### src/rtl/flmap_pkg.sv
package flmap_pkg;
  typedef enum logic {SRC_CODE = 1'b0, SRC_DATA = 1'b1} src_e;

  function automatic logic [7:0] lane_pick(input logic [15:0] w, input logic hi);
    return hi ? w[15:8] : w[7:0];
  endfunction
endpackage

### src/rtl/flmap_code_xlat.sv
module flmap_code_xlat #(
  parameter int EXT_W  = 8,
  parameter int WIP_W  = 6,
  parameter int PAGE_W = 10,
  localparam int WA_W  = WIP_W + PAGE_W
) (
  input  logic [EXT_W-1:0]  ext,
  input  logic [15:0]       ptr,
  output logic [WA_W-1:0]   word_addr,
  output logic              lane,
  output logic [PAGE_W-1:0] page,
  output logic [WIP_W-1:0]  widx
);
  localparam int PTR_W = EXT_W + 16;
  logic [PTR_W-1:0] full;

  assign full      = {ext, ptr};
  assign lane      = full[0];
  assign word_addr = full[WA_W:1];
  assign page      = word_addr[WA_W-1:WIP_W];
  assign widx      = word_addr[WIP_W-1:0];
endmodule

### src/rtl/flmap_data_xlat.sv
module flmap_data_xlat #(
  parameter int WA_W  = 16,
  parameter int BLK_W = 2
) (
  input  logic [15:0]      addr,
  input  logic [BLK_W-1:0] blk,
  output logic             in_win,
  output logic [WA_W-1:0]  word_addr,
  output logic             lane
);
  localparam int BA_W = WA_W + 1;
  logic [BA_W-1:0] offs;

  assign in_win = addr[15];

  generate
    if (BA_W > 15) begin : g_banked
      logic [BLK_W+14:0] wide;
      assign wide = {blk, addr[14:0]};
      assign offs = wide[BA_W-1:0];
    end else begin : g_flat
      logic unused_blk;
      assign unused_blk = ^blk;
      assign offs = addr[BA_W-1:0];
    end
  endgenerate

  assign lane      = offs[0];
  assign word_addr = offs[BA_W-1:1];
endmodule

### src/rtl/flmap_rd_stage.sv
module flmap_rd_stage
  import flmap_pkg::*;
#(
  parameter int WA_W = 16
) (
  input  logic            clk,
  input  logic            rst_n,
  input  logic            code_req,
  input  logic [WA_W-1:0] code_word,
  input  logic            code_lane,
  input  logic            data_req,
  input  logic [WA_W-1:0] data_word,
  input  logic            data_lane,
  output logic            code_ready,
  output logic            data_ready,
  output logic            fl_rd_en,
  output logic [WA_W-1:0] fl_rd_addr,
  input  logic [15:0]     fl_rd_data,
  output logic            rsp_valid,
  input  logic            rsp_ready,
  output logic [7:0]      rsp_data
);
  src_e       src;
  logic       slot_free;
  logic       take;
  logic       fresh_q;
  logic       lane_q;
  logic [7:0] hold_q;
  logic [7:0] live_byte;

  assign slot_free  = !rsp_valid || rsp_ready;
  assign src        = code_req ? SRC_CODE : SRC_DATA;
  assign code_ready = slot_free;
  assign data_ready = slot_free && !code_req;
  assign take       = slot_free && (code_req || data_req);
  assign fl_rd_en   = take;
  assign fl_rd_addr = (src == SRC_CODE) ? code_word : data_word;
  assign live_byte  = lane_pick(fl_rd_data, lane_q);
  assign rsp_data   = fresh_q ? live_byte : hold_q;

  always_ff @(posedge clk or negedge rst_n) begin
    if (!rst_n) begin
      rsp_valid <= 1'b0;
      fresh_q   <= 1'b0;
      lane_q    <= 1'b0;
      hold_q    <= '0;
    end else if (take) begin
      rsp_valid <= 1'b1;
      fresh_q   <= 1'b1;
      lane_q    <= (src == SRC_CODE) ? code_lane : data_lane;
    end else if (rsp_valid && rsp_ready) begin
      rsp_valid <= 1'b0;
      fresh_q   <= 1'b0;
    end else if (fresh_q) begin
      hold_q  <= live_byte;
      fresh_q <= 1'b0;
    end
  end

  a_r5_rsp_follows: assert property (@(posedge clk) disable iff (!rst_n)
    fl_rd_en |=> rsp_valid);
  a_r6_rsp_hold: assert property (@(posedge clk) disable iff (!rst_n)
    (rsp_valid && !rsp_ready) |=> (rsp_valid && $stable(rsp_data)));
  a_r6_no_overrun: assert property (@(posedge clk) disable iff (!rst_n)
    (rsp_valid && !rsp_ready) |-> !fl_rd_en);
endmodule

### src/rtl/flmap_pg_latch.sv
module flmap_pg_latch #(
  parameter int WIP_W  = 6,
  parameter int PAGE_W = 10
) (
  input  logic              clk,
  input  logic              rst_n,
  input  logic              start,
  input  logic              done,
  input  logic [PAGE_W-1:0] page_in,
  input  logic [WIP_W-1:0]  widx_in,
  output logic              busy,
  output logic [PAGE_W-1:0] page_q,
  output logic [WIP_W-1:0]  widx_q
);
  always_ff @(posedge clk or negedge rst_n) begin
    if (!rst_n) begin
      busy   <= 1'b0;
      page_q <= '0;
      widx_q <= '0;
    end else if (busy) begin
      if (done) busy <= 1'b0;
    end else if (start) begin
      busy   <= 1'b1;
      page_q <= page_in;
      widx_q <= widx_in;
    end
  end

  a_r9_latch_stable: assert property (@(posedge clk) disable iff (!rst_n)
    (busy && !done) |=> (busy && $stable(page_q) && $stable(widx_q)));
  a_r10_done_clears: assert property (@(posedge clk) disable iff (!rst_n)
    (busy && done) |=> !busy);
  a_r8_busy_from_start: assert property (@(posedge clk) disable iff (!rst_n)
    $rose(busy) |-> $past(start));
endmodule

### src/rtl/flash_addr_mapper.sv
module flash_addr_mapper #(
  parameter int WORDS_PER_PAGE = 64,
  parameter int NUM_PAGES      = 1024,
  parameter int EXT_W          = 8,
  localparam int WIP_W         = $clog2(WORDS_PER_PAGE),
  localparam int PAGE_W        = $clog2(NUM_PAGES),
  localparam int WA_W          = WIP_W + PAGE_W,
  localparam int BLK_W         = (WA_W + 1 > 15) ? (WA_W + 1 - 15) : 1
) (
  input  logic              clk,
  input  logic              rst_n,
  input  logic              cr_valid,
  output logic              cr_ready,
  input  logic [EXT_W-1:0]  cr_ext,
  input  logic [15:0]       cr_ptr,
  input  logic              dr_valid,
  output logic              dr_ready,
  input  logic [15:0]       dr_addr,
  input  logic [BLK_W-1:0]  dr_blk,
  output logic              dr_hit,
  output logic              rsp_valid,
  input  logic              rsp_ready,
  output logic [7:0]        rsp_data,
  output logic              fl_rd_en,
  output logic [WA_W-1:0]   fl_rd_addr,
  input  logic [15:0]       fl_rd_data,
  input  logic              pg_start,
  input  logic [EXT_W-1:0]  pg_ext,
  input  logic [15:0]       pg_ptr,
  input  logic              pg_done,
  output logic              pg_busy,
  output logic [PAGE_W-1:0] pg_page,
  output logic [WIP_W-1:0]  pg_widx
);
  logic [WA_W-1:0]   c_word, d_word, p_word;
  logic              c_lane, d_lane, p_lane;
  logic [PAGE_W-1:0] c_page, p_page;
  logic [WIP_W-1:0]  c_widx, p_widx;
  logic              d_win;
  logic              d_ready_raw;
  logic              unused_ok;

  flmap_code_xlat #(.EXT_W(EXT_W), .WIP_W(WIP_W), .PAGE_W(PAGE_W)) u_code (
    .ext(cr_ext), .ptr(cr_ptr), .word_addr(c_word), .lane(c_lane),
    .page(c_page), .widx(c_widx));

  flmap_code_xlat #(.EXT_W(EXT_W), .WIP_W(WIP_W), .PAGE_W(PAGE_W)) u_pgx (
    .ext(pg_ext), .ptr(pg_ptr), .word_addr(p_word), .lane(p_lane),
    .page(p_page), .widx(p_widx));

  flmap_data_xlat #(.WA_W(WA_W), .BLK_W(BLK_W)) u_data (
    .addr(dr_addr), .blk(dr_blk), .in_win(d_win),
    .word_addr(d_word), .lane(d_lane));

  assign dr_hit    = dr_valid && d_win;
  assign unused_ok = ^{c_page, c_widx, p_word, p_lane};

  flmap_rd_stage #(.WA_W(WA_W)) u_rd (
    .clk(clk), .rst_n(rst_n),
    .code_req(cr_valid), .code_word(c_word), .code_lane(c_lane),
    .data_req(dr_hit), .data_word(d_word), .data_lane(d_lane),
    .code_ready(cr_ready), .data_ready(d_ready_raw),
    .fl_rd_en(fl_rd_en), .fl_rd_addr(fl_rd_addr), .fl_rd_data(fl_rd_data),
    .rsp_valid(rsp_valid), .rsp_ready(rsp_ready), .rsp_data(rsp_data));

  assign dr_ready = d_ready_raw && d_win;

  flmap_pg_latch #(.WIP_W(WIP_W), .PAGE_W(PAGE_W)) u_pg (
    .clk(clk), .rst_n(rst_n), .start(pg_start), .done(pg_done),
    .page_in(p_page), .widx_in(p_widx),
    .busy(pg_busy), .page_q(pg_page), .widx_q(pg_widx));

  a_r3_no_miss_read: assert property (@(posedge clk) disable iff (!rst_n)
    (dr_valid && !dr_addr[15] && !cr_valid) |-> !fl_rd_en);
  a_r3_miss_not_ready: assert property (@(posedge clk) disable iff (!rst_n)
    !dr_addr[15] |-> !dr_ready);
  a_r7_code_first: assert property (@(posedge clk) disable iff (!rst_n)
    (cr_valid && dr_valid) |-> !dr_ready);
endmodule

### config.mk
export PLATFORM = sky130hd
export DESIGN_NAME = flash_addr_mapper
export DESIGN_NICKNAME = d
export VERILOG_FILES = /design/src/rtl/flmap_pkg.sv /design/src/rtl/flmap_code_xlat.sv /design/src/rtl/flmap_data_xlat.sv /design/src/rtl/flmap_rd_stage.sv /design/src/rtl/flmap_pg_latch.sv /design/src/rtl/flash_addr_mapper.sv
export SDC_FILE = /design/constraint.sdc
export NUM_CORES = 1
export LEC_CHECK = 0
export BUFFER_PORTS_ARGS = -buffer_cell sky130_fd_sc_hd__buf_4
export CORE_ASPECT_RATIO = 1.75
export CORE_MARGIN = 2
export CORE_UTILIZATION = 33
export DETAILED_ROUTE_END_ITERATION = 6
export PLACE_DENSITY_LB_ADDON = 0.05
export SLEW_MARGIN = 0
export SYNTH_ARGS = -nofsm -noshare
export SYNTH_HDL_FRONTEND = slang
export SYNTH_SLANG_ARGS = --single-unit
### constraint.sdc
create_clock -name clk -period 1.4 [get_ports clk]
set_clock_uncertainty 0.15 [all_clocks]
set_input_delay 0.14 -clock clk [delete_from_list [all_inputs] [get_ports clk]]
set_output_delay 0.14 -clock clk [all_outputs]
set_load 0.005 [all_outputs]
Word-level counts from Yosys, hierarchy flattened
Index checks and enable logic that the tools add are counted.
- bits in latches: 0
- flip-flop bits (word level): 28
- input port bits: 89
- word-level logic and storage cells: 32
- RAM bits: 0
- bits in read-only memories: 0
- output and inout bits: 46
- memories kept: 0
- multiplexer cells: 10
- equal/unequal tests: 0
- $mul: 0
- $add $sub $neg: 0
- shift-type cells: 0
- bitwise operators: 3
- reduce and logical (&&, ||, !) cells: 12
- order comparisons: 0
- divide/modulo/power cells: 0
- operator list (cell ; number):
    two-way mux 16 bit ; 1
    two-way mux 8 bit ; 2
    two-way mux 1 bit ; 7
    logical AND 1 bit ; 5
    AND reduction 2 bit ; 2
    inverter 1 bit ; 3
    zero test 1 bit ; 2
    logical OR 1 bit ; 2
    nonzero test 2 bit ; 1

Longest topological paths before layout
Gate-level depths: netlist of run 1.
- depth after elaboration: 5
- gate-level depth with buffers: 5
- mapped depth without buffers: 4

Cells and area by module
A second synthesis of run 1 with hierarchy kept.
- cell total of the unflattened synthesis: 208
- area total of the unflattened synthesis: 2160.8 um^2
- modules (own cells, without submodules) (module ; seq. area each (um^2) ; area an instance (um^2) ; cells an instance ; times used):
    flmap_rd_stage ; 275.3 ; 825.8 ; 84 ; 1
    flmap_pg_latch ; 425.4 ; 691.9 ; 38 ; 1
    flmap_code_xlat ; 0.0 ; 247.7 ; 33 ; 2
    flmap_data_xlat ; 0.0 ; 135.1 ; 18 ; 1
    flash_addr_mapper ; 0.0 ; 12.5 ; 2 ; 1

Worst setup path before layout of run 1
Ideal clock, no wire load.
- path type: flip-flop to flip-flop
- from: register u_pg.busy
- to: register u_pg.page_q[4]
- setup slack: -12 ps
- clock period less this slack: 1412 ps
- stages on the path, launching flop included: 5
- data required time: 1125 ps
- library setup time: 125 ps
- buffers on the path: 2
- data arrival time: 1137 ps
- cells stage by stage: dfrtp_1 -> nor2b_1 -> buf_2 -> buf_6 -> mux2_2
- cells in the longest elaborated chain, start to end: 2
- ends and longest elaborated chain (item ; line ; text):
    start: declaration ; flmap_pg_latch.sv:11 ; output logic busy,
    start signal: assignment ; flmap_pg_latch.sv:17 ; busy <= 1'b0;
    start signal: assignment ; flmap_pg_latch.sv:21 ; if (done) busy <= 1'b0;
    start signal: assignment ; flmap_pg_latch.sv:23 ; busy <= 1'b1;
    inverter 1 bit (no source line) ; -- ;
    AND reduction 2 bit (no source line) ; -- ;
    end signal: assignment ; flmap_pg_latch.sv:24 ; page_q <= page_in;
    end: declaration ; flmap_pg_latch.sv:12 ; output logic [PAGE_W-1:0] page_q,
No other way between the ends.
A chain may end at the register's enable or synchronous reset.

Worst setup path after layout of run 1
- from: register u_rd.lane_q
- to: output rsp_data[5]
- cells in the longest elaborated chain, start to end: 2
- ends and longest elaborated chain (item ; line ; text):
    start: declaration ; flmap_rd_stage.sv:27 ; logic lane_q;
    start signal: assignment ; flmap_rd_stage.sv:50 ; lane_q <= (src == SRC_CODE) ? code_lane : data_lane;
    two-way mux 8 bit ; flmap_pkg.sv:5 ; return hi ? w[15:8] : w[7:0];
    two-way mux 8 bit ; flmap_rd_stage.sv:39 ; assign rsp_data = fresh_q ? live_byte : hold_q;
    end: declaration ; flash_addr_mapper.sv:23 ; output logic [7:0] rsp_data,
No other way between the ends.

==> impl_metrics.yaml, run 1 <==
status:
  status: "finished, violations left"
  violations: "setup timing"
synth:
  syn_nets: 203
  synth.area.top_cells: "sky130_fd_sc_hd__dfrtp_1, sky130_fd_sc_hd__mux2_2, sky130_fd_sc_hd__mux2i_1"
  count_of_state_elements_after_synthesis: 28
  synthDominantCellAreaShare_pct: 48.15
  postSynthAreaPerCell_um2: 12.76
  postSynth.asyncResetShare_pct: 100.0
  yosys.area.top_type: "sky130_fd_sc_hd__dfrtp_1"
  ys_types: 17
  number_of_flops_mapped_to_enable_cells_by_yosys: 0
  yosys.cell_count.top_type: "sky130_fd_sc_hd__mux2_2"
  mappedNetlistArea_um2: 1455
  synth_seq_area_share_pct: 48.15
  post_synth_most_frequent_cells: "sky130_fd_sc_hd__mux2_2, sky130_fd_sc_hd__dfrtp_1, sky130_fd_sc_hd__a21oi_1"
  yosysWarningCount: 0
  primary_flip_flop_cell_chosen_by_synthesis_mapping: "sky130_fd_sc_hd__dfrtp_1"
  gate_count_after_technology_mapping: 114
timing:
  slew_headroom_pct: 76.00
  minimum_setup_slack_in_the_final_design_ns: -0.1945
  final_period_minus_worst_setup_slack_ns: 1.594
  slew_viol_final: 0
  max_freq_ghz: 0.6272
  grt_setup_unrepaired: "true"
  period_share_pct: 113.9
  setup_viol: 19
  worst_slack_on_hold_paths_ns: 0.02723
  final_hold_viol_count: 0
  worst_pin_slew_ns: 0.3600
cts:
  clk_pin_slew_worst_paths_ns: 0.09
  worst_skew_pair.late_latency_ns: 0.27
  htree_levels: 1
  tritoncts_clock_tree: "yes"
  tritoncts.num_buffers: 3
  ctsLongestPathBuffers: 2
  cts.sinks: 28
  cts.root.buffer_cell: "sky130_fd_sc_hd__clkbuf_8"
detailed_routing:
  drtAntennaViolNets: 0
  finalWirelength_mm: 4.344
  detail_route.iter0.violations: 10
  wl_per_cell_um: 13.66
  via_count: 1475
  drc: 0
  drt-pass1-iter-count: 4
  detail_route.vias_per_cell: 4.638
critical_path:
  crit_path_top_delay_cell: "sky130_fd_sc_hd__dfrtp_2"
  worst_r2r_endpoint: "u_rd.hold_q[3]"
  crit_path_cell_trace: "buf_6, mux2i_1, a21oi_1, buf_4"
  crit_path_max_incr_delay_ns: 0.42
  critical_path_arrival_ns: 1.30
  critical_path_class: "reg2out"
  cp_required_ns: 1.11
  rr_worst_depth: 5
  critical_path.max_fanout: 5
  worst_setup_path_end_kind: "primary output"
  reg2reg_setup_slack_ns: -0.07
  worstReg2RegStart: "u_rd.rsp_valid"
  startpoint_type: "flip-flop"
floorplanning:
  die-area_um2: 4978
  top_level_ports: 135
  die_height_um: 91.85
  row_count: 32
  floorplan.initialDensity_pct: 33.65
  die_w_um: 54.20
  fp.coreArea_um2: 4324
final_layout:
  multi_input_comb_area_um2: 728.2
  syn2layout_area_growth_pct: 94.32
  final_design_area_no_fill_um2: 2828
  utilization_after_layout_pct: 65.39
  seqCellArea_um2: 703.2
  final_net_count: 357
  post_layout_nonfiller_instances: 318
  antenna_cells_inserted: 0
  fillers: 346
  post_route_cells_drive_above_1_share_pct: 71.16
place:
  dp.cells: 286
  placed_area_um2: 2429
  post_dp_hpwl_mm: 3.298
  gp_congestion: 0.7817
  port-buffer-count: 119
power:
  leakagePower_uw: 0.001398
  pwr_dens_nw_per_um2: 1059
  final_total_pwr_uw: 2995
  worst_ir_drop_vdd_uv: 1155
grt:
  antenna_found_initial: 0
  wire_length_of_the_first_global_routing_pass_mm: 6.665
  globalRoute.totalOverflow: 0
  overall_fraction_of_global_route_tracks_in_use_pct: 17.68
  largest_net_degree_at_the_start_of_global_routing: 29
  first_global_vias: 1529
min_path:
  hold_start: "dr_valid"
  holdPathStages: 3
  worstHoldEndpoint: "u_rd.rsp_valid"
  hp-class: "in2reg"
run:
  drv.max_cap_violation_count: 0
-- routing by layer --
metal	vias up	wire length, um	GRT usage, %
met1	703	1372	17.50
li1	707	-	-
met3	6	273	2.117
met5	-	0	0
met2	59	2628	34.54
met4	0	71	5.833
-- stage by stage --
| stage | setup slack (ns) | setup TNS (ns) |
|---|---|---|
| 2_1_floorplan | -0.002554 | -0.02043 |
| 3_3_place_gp | -0.09658 | -0.7097 |
| 3_5_place_dp | -0.1564 | -1.348 |
| 4_1_cts | -0.1767 | -1.793 |
| 5_1_grt | -0.2385 | -3.089 |
| 6_report | -0.1945 | -2.077 |
-- logic make-up after synthesis --
group           share of synthesized area, %
mux                                    37.15
flops                                  48.15
simple gates                           4.816
buf+inv                                4.127
compound gates                         5.762
-- state kept, by name (all words and copies together) (netlist names) --
signal          flops
u_pg.page_q        10
u_rd.hold_q         8
u_rd.fresh_q        1
u_pg.widx_q         6
u_rd.rsp_valid      1
u_rd.lane_q         1
u_pg.busy           1
-- worst max path at each step --
stage                         startpoint              to
after floorplan           u_rd.rsp_valid  u_rd.hold_q[0]
after global placement       u_rd.lane_q  u_rd.hold_q[1]
after detailed placement     u_rd.lane_q  u_rd.hold_q[5]
after CTS                 u_rd.rsp_valid        dr_ready
after global routing         u_rd.lane_q     rsp_data[5]
final                        u_rd.lane_q     rsp_data[5]
-- cell type report --
class | count | share of cell area, %
well taps | 51 | 2.257
clock inverters | 1 | 1.062
clock buffers | 3 | 1.460
inverters | 1 | 0.3097
multi-input cells | 78 | 25.75
repair buffers | 156 | 44.29
flip-flops and latches | 28 | 24.87
-- power by group --
| group | leakage, uW | internal (uW) | switching (uW) |
|---|---|---|---|
| Sequential | 0.000319 | 1030 | 133 |
| Combinational | 0.00104 | 813 | 391 |
| Clock | 0.0000357 | 382 | 247 |
| Total | 0.00140 | 2220 | 771 |
-- critical path: cells and delay by family (launching register included) --
| kind | cells | cell delay, ns |
|---|---|---|
| AO/OA/AOI/OAI | 1 | 0.21 |
| multiplexers | 1 | 0.11 |
| flip-flops | 1 | 0.42 |
| buffers and inverters | 2 | 0.29 |
-- placed cells by master (no fill, tap or decap), types with 2 or more instances in the layout --
cell type / netlist / routed
sky130_fd_sc_hd__nor2_1: 10 / 9
sky130_fd_sc_hd__mux2_4: 0 / 4
sky130_fd_sc_hd__mux2i_1: 9 / 9
sky130_fd_sc_hd__dfrtp_1: 28 / 26
sky130_fd_sc_hd__dfrtp_2: 0 / 2
sky130_fd_sc_hd__clkbuf_8: 0 / 3
sky130_fd_sc_hd__buf_4: 4 / 128
sky130_fd_sc_hd__a21oi_1: 12 / 11
sky130_fd_sc_hd__dlygate4sd3_1: 0 / 19
sky130_fd_sc_hd__buf_6: 1 / 9
sky130_fd_sc_hd__mux2_2: 40 / 36
-- what timing repair did --
action	4_1_cts	5_1_grt
buffers inserted	7	2
resized for setup	11	11
pin swaps	11	2
hold endpoints to repair	45	0
endpoints found under the setup margin	19	35
hold buffers	19	0
Note: power is estimated with default switching activity, not from simulation.
==> run 2: changes to the inputs <==
--- a/config.mk
+++ b/config.mk
@@ -7,10 +7,10 @@
 export LEC_CHECK = 0
 export BUFFER_PORTS_ARGS = -buffer_cell sky130_fd_sc_hd__buf_4
 export CORE_ASPECT_RATIO = 1.75
-export CORE_MARGIN = 2
+export CORE_MARGIN = 5
 export CORE_UTILIZATION = 33
 export DETAILED_ROUTE_END_ITERATION = 6
-export PLACE_DENSITY_LB_ADDON = 0.05
+export PLACE_DENSITY = 0.79
 export SLEW_MARGIN = 0
 export SYNTH_ARGS = -nofsm -noshare
 export SYNTH_HDL_FRONTEND = slang
==> run 2 against run 1 <==
Sequential share of layout area is 0.43 points lower; power is 3.2% higher; final cell count stayed put; via count is 2.5% higher; utilization is 1.2 points higher; combinational power is 9% higher; setup slack better by 0.051 ns; the run still ends with setup timing left; non-clock buffer count stayed put; wire length is 12% higher; die area is 18% higher; clock-buffer cell count stayed put.
==> impl_metrics.yaml, run 2 (synthesis results as in run 1) <==
power:
  final_total_pwr_uw: 3089
  worst_ir_drop_vdd_uv: 885.8
  pwr_dens_nw_per_um2: 1074
  leakagePower_uw: 0.001421
detailed_routing:
  finalWirelength_mm: 4.850
  detail_route.vias_per_cell: 4.755
  via_count: 1512
  drc: 0
  drt-pass1-iter-count: 2
  detail_route.iter0.violations: 24
  drtAntennaViolNets: 0
  wl_per_cell_um: 15.25
critical_path:
  critPathCapture: "rsp_data[7]"
  cp.buffers_inverters: 2
  crit_path_top_delay_cell: "sky130_fd_sc_hd__dfrtp_2"
  cp_top_family: "flip-flops"
  worst_r2r_endpoint: "u_rd.hold_q[7]"
  cp_required_ns: 1.11
  crit_path_cell_trace: "buf_6, mux2i_1, a21oi_2, buf_4"
  critical_path_arrival_ns: 1.25
  critical_path_class: "reg2out"
  worst_setup_path_end_kind: "primary output"
  rr_worst_depth: 5
  critical_path.max_fanout: 5
  worstReg2RegStart: "u_rd.lane_q"
  startpoint_type: "flip-flop"
  crit_path_max_incr_delay_ns: 0.42
  critical_path.startpoint: "u_rd.lane_q"
  reg2reg_setup_slack_ns: -0.08
  worst-path-stages: 4
grt:
  globalRoute.totalOverflow: 0
  largest_net_degree_at_the_start_of_global_routing: 29
  overall_fraction_of_global_route_tracks_in_use_pct: 15.92
  wire_length_of_the_first_global_routing_pass_mm: 7.396
  antenna_found_initial: 0
  first_global_vias: 1647
final_layout:
  final_net_count: 357
  final_cell_mix: "sky130_fd_sc_hd__buf_4, sky130_fd_sc_hd__mux2_2, sky130_fd_sc_hd__dfrtp_1"
  post_route_cells_drive_above_1_share_pct: 73.03
  utilization_after_layout_pct: 66.55
  syn2layout_area_growth_pct: 97.76
  flip_flop_count_of_the_largest_register_all_copies_and_words_added: 10
  mostFrequentLayoutCell: "sky130_fd_sc_hd__buf_4"
  antenna_cells_inserted: 0
  largest_registers: "u_pg.page_q: 10 flops, u_rd.hold_q: 8 flops, u_pg.widx_q: 6 flops"
  post_layout_nonfiller_instances: 318
  largest-register: "u_pg.page_q"
floorplanning:
  die_height_um: 97.85
  row_count: 32
  die_w_um: 60.20
  top_level_ports: 135
  fp.coreArea_um2: 4324
  floorplan.initialDensity_pct: 33.65
  die-area_um2: 5890
run:
  drv.max_cap_violation_count: 0
timing:
  slew_headroom_pct: 76.67
  grt_setup_unrepaired: "true"
  final_hold_viol_count: 0
  max_freq_ghz: 0.6480
  period_share_pct: 110.2
  final_period_minus_worst_setup_slack_ns: 1.543
  minimum_setup_slack_in_the_final_design_ns: -0.1431
  setup_viol: 18
  slew_viol_final: 0
  fin_setup_tns_ns: -1.482
  worst_pin_slew_ns: 0.3500
status:
  violations: "setup timing"
  status: "finished, violations left"
cts:
  cts.sinks: 28
  tritoncts_clock_tree: "yes"
  cts.root.buffer_cell: "sky130_fd_sc_hd__clkbuf_8"
  htree_levels: 1
  clk_pin_slew_worst_paths_ns: 0.09
  ctsLongestPathBuffers: 2
  worst_skew_pair.late_latency_ns: 0.27
  tritoncts.num_buffers: 3
min_path:
  hp-class: "in2reg"
place:
  port-buffer-count: 119
  dp.cells: 282
  gp_congestion: 0.7282
==> run 2: worst min path at each step <==
stage                     cells past startpoint  slack [ns]  startpoint             end
after global routing                          3        0.08  dr_addr[0]     u_rd.lane_q
after CTS                                     3        0.07  dr_addr[0]     u_rd.lane_q
after detailed placement                      1       -0.07       rst_n  u_pg.page_q[6]
final                                         3        0.07  dr_addr[0]     u_rd.lane_q
after floorplan                               0       -0.31       rst_n       u_pg.busy
after global placement                        1       -0.07       rst_n  u_pg.widx_q[2]
==> run 2: power by group <==
part / total [uW] / internal (uW) / switching, uW
sequential: 1150 / 1030 / 122
combinational: 1310 / 867 / 445
clock: 628 / 382 / 245
total: 3090 / 2280 / 812
==> run 2: worst reg2reg max path, cell delays in order (launching register included) <==
cell and delay (ns):
sky130_fd_sc_hd__dfrtp_2 0.42, sky130_fd_sc_hd__buf_6 0.14, sky130_fd_sc_hd__mux2i_1 0.19, sky130_fd_sc_hd__a21oi_2 0.09, sky130_fd_sc_hd__buf_4 0.14, sky130_fd_sc_hd__mux2_4 0.25
==> run 2: metal layers <==
metal  GRT usage, %  wire [um]
met1          16.79       1589
met4          5.119         78
met5              0          0
met3          2.249        415
met2          30.33       2766
==> run 2: area by class of cell <==
cell class                 count  area, um^2
clock buffer                   3       41.29
clock inverter                 1       30.03
fill                         345        1446
inverter                       1       8.758
multi-input combinational     78       765.7
sequential                    28       703.2
tap                           51       63.81
timing repair buffer         156        1265
==> run 2: timing repair <==
item,in CTS,in global routing
resized for setup,16,12
hold buffers,20,0
setup buffers,10,6
endpoints found under the hold margin,46,0
pin swaps,9,3
endpoints found under the setup margin,19,32
==> run 2: per-stage QoR <==
step	hold WS, ns	setup slack [ns]	instance area, um^2
after global routing	0.07599	-0.2154	2878
after global placement	-0.07430	-0.08765	2411
after detailed placement	-0.07022	-0.1319	2411
after CTS	0.07030	-0.1401	2795
after floorplan	-0.3056	-0.002554	1458
final	0.06689	-0.1431	2878
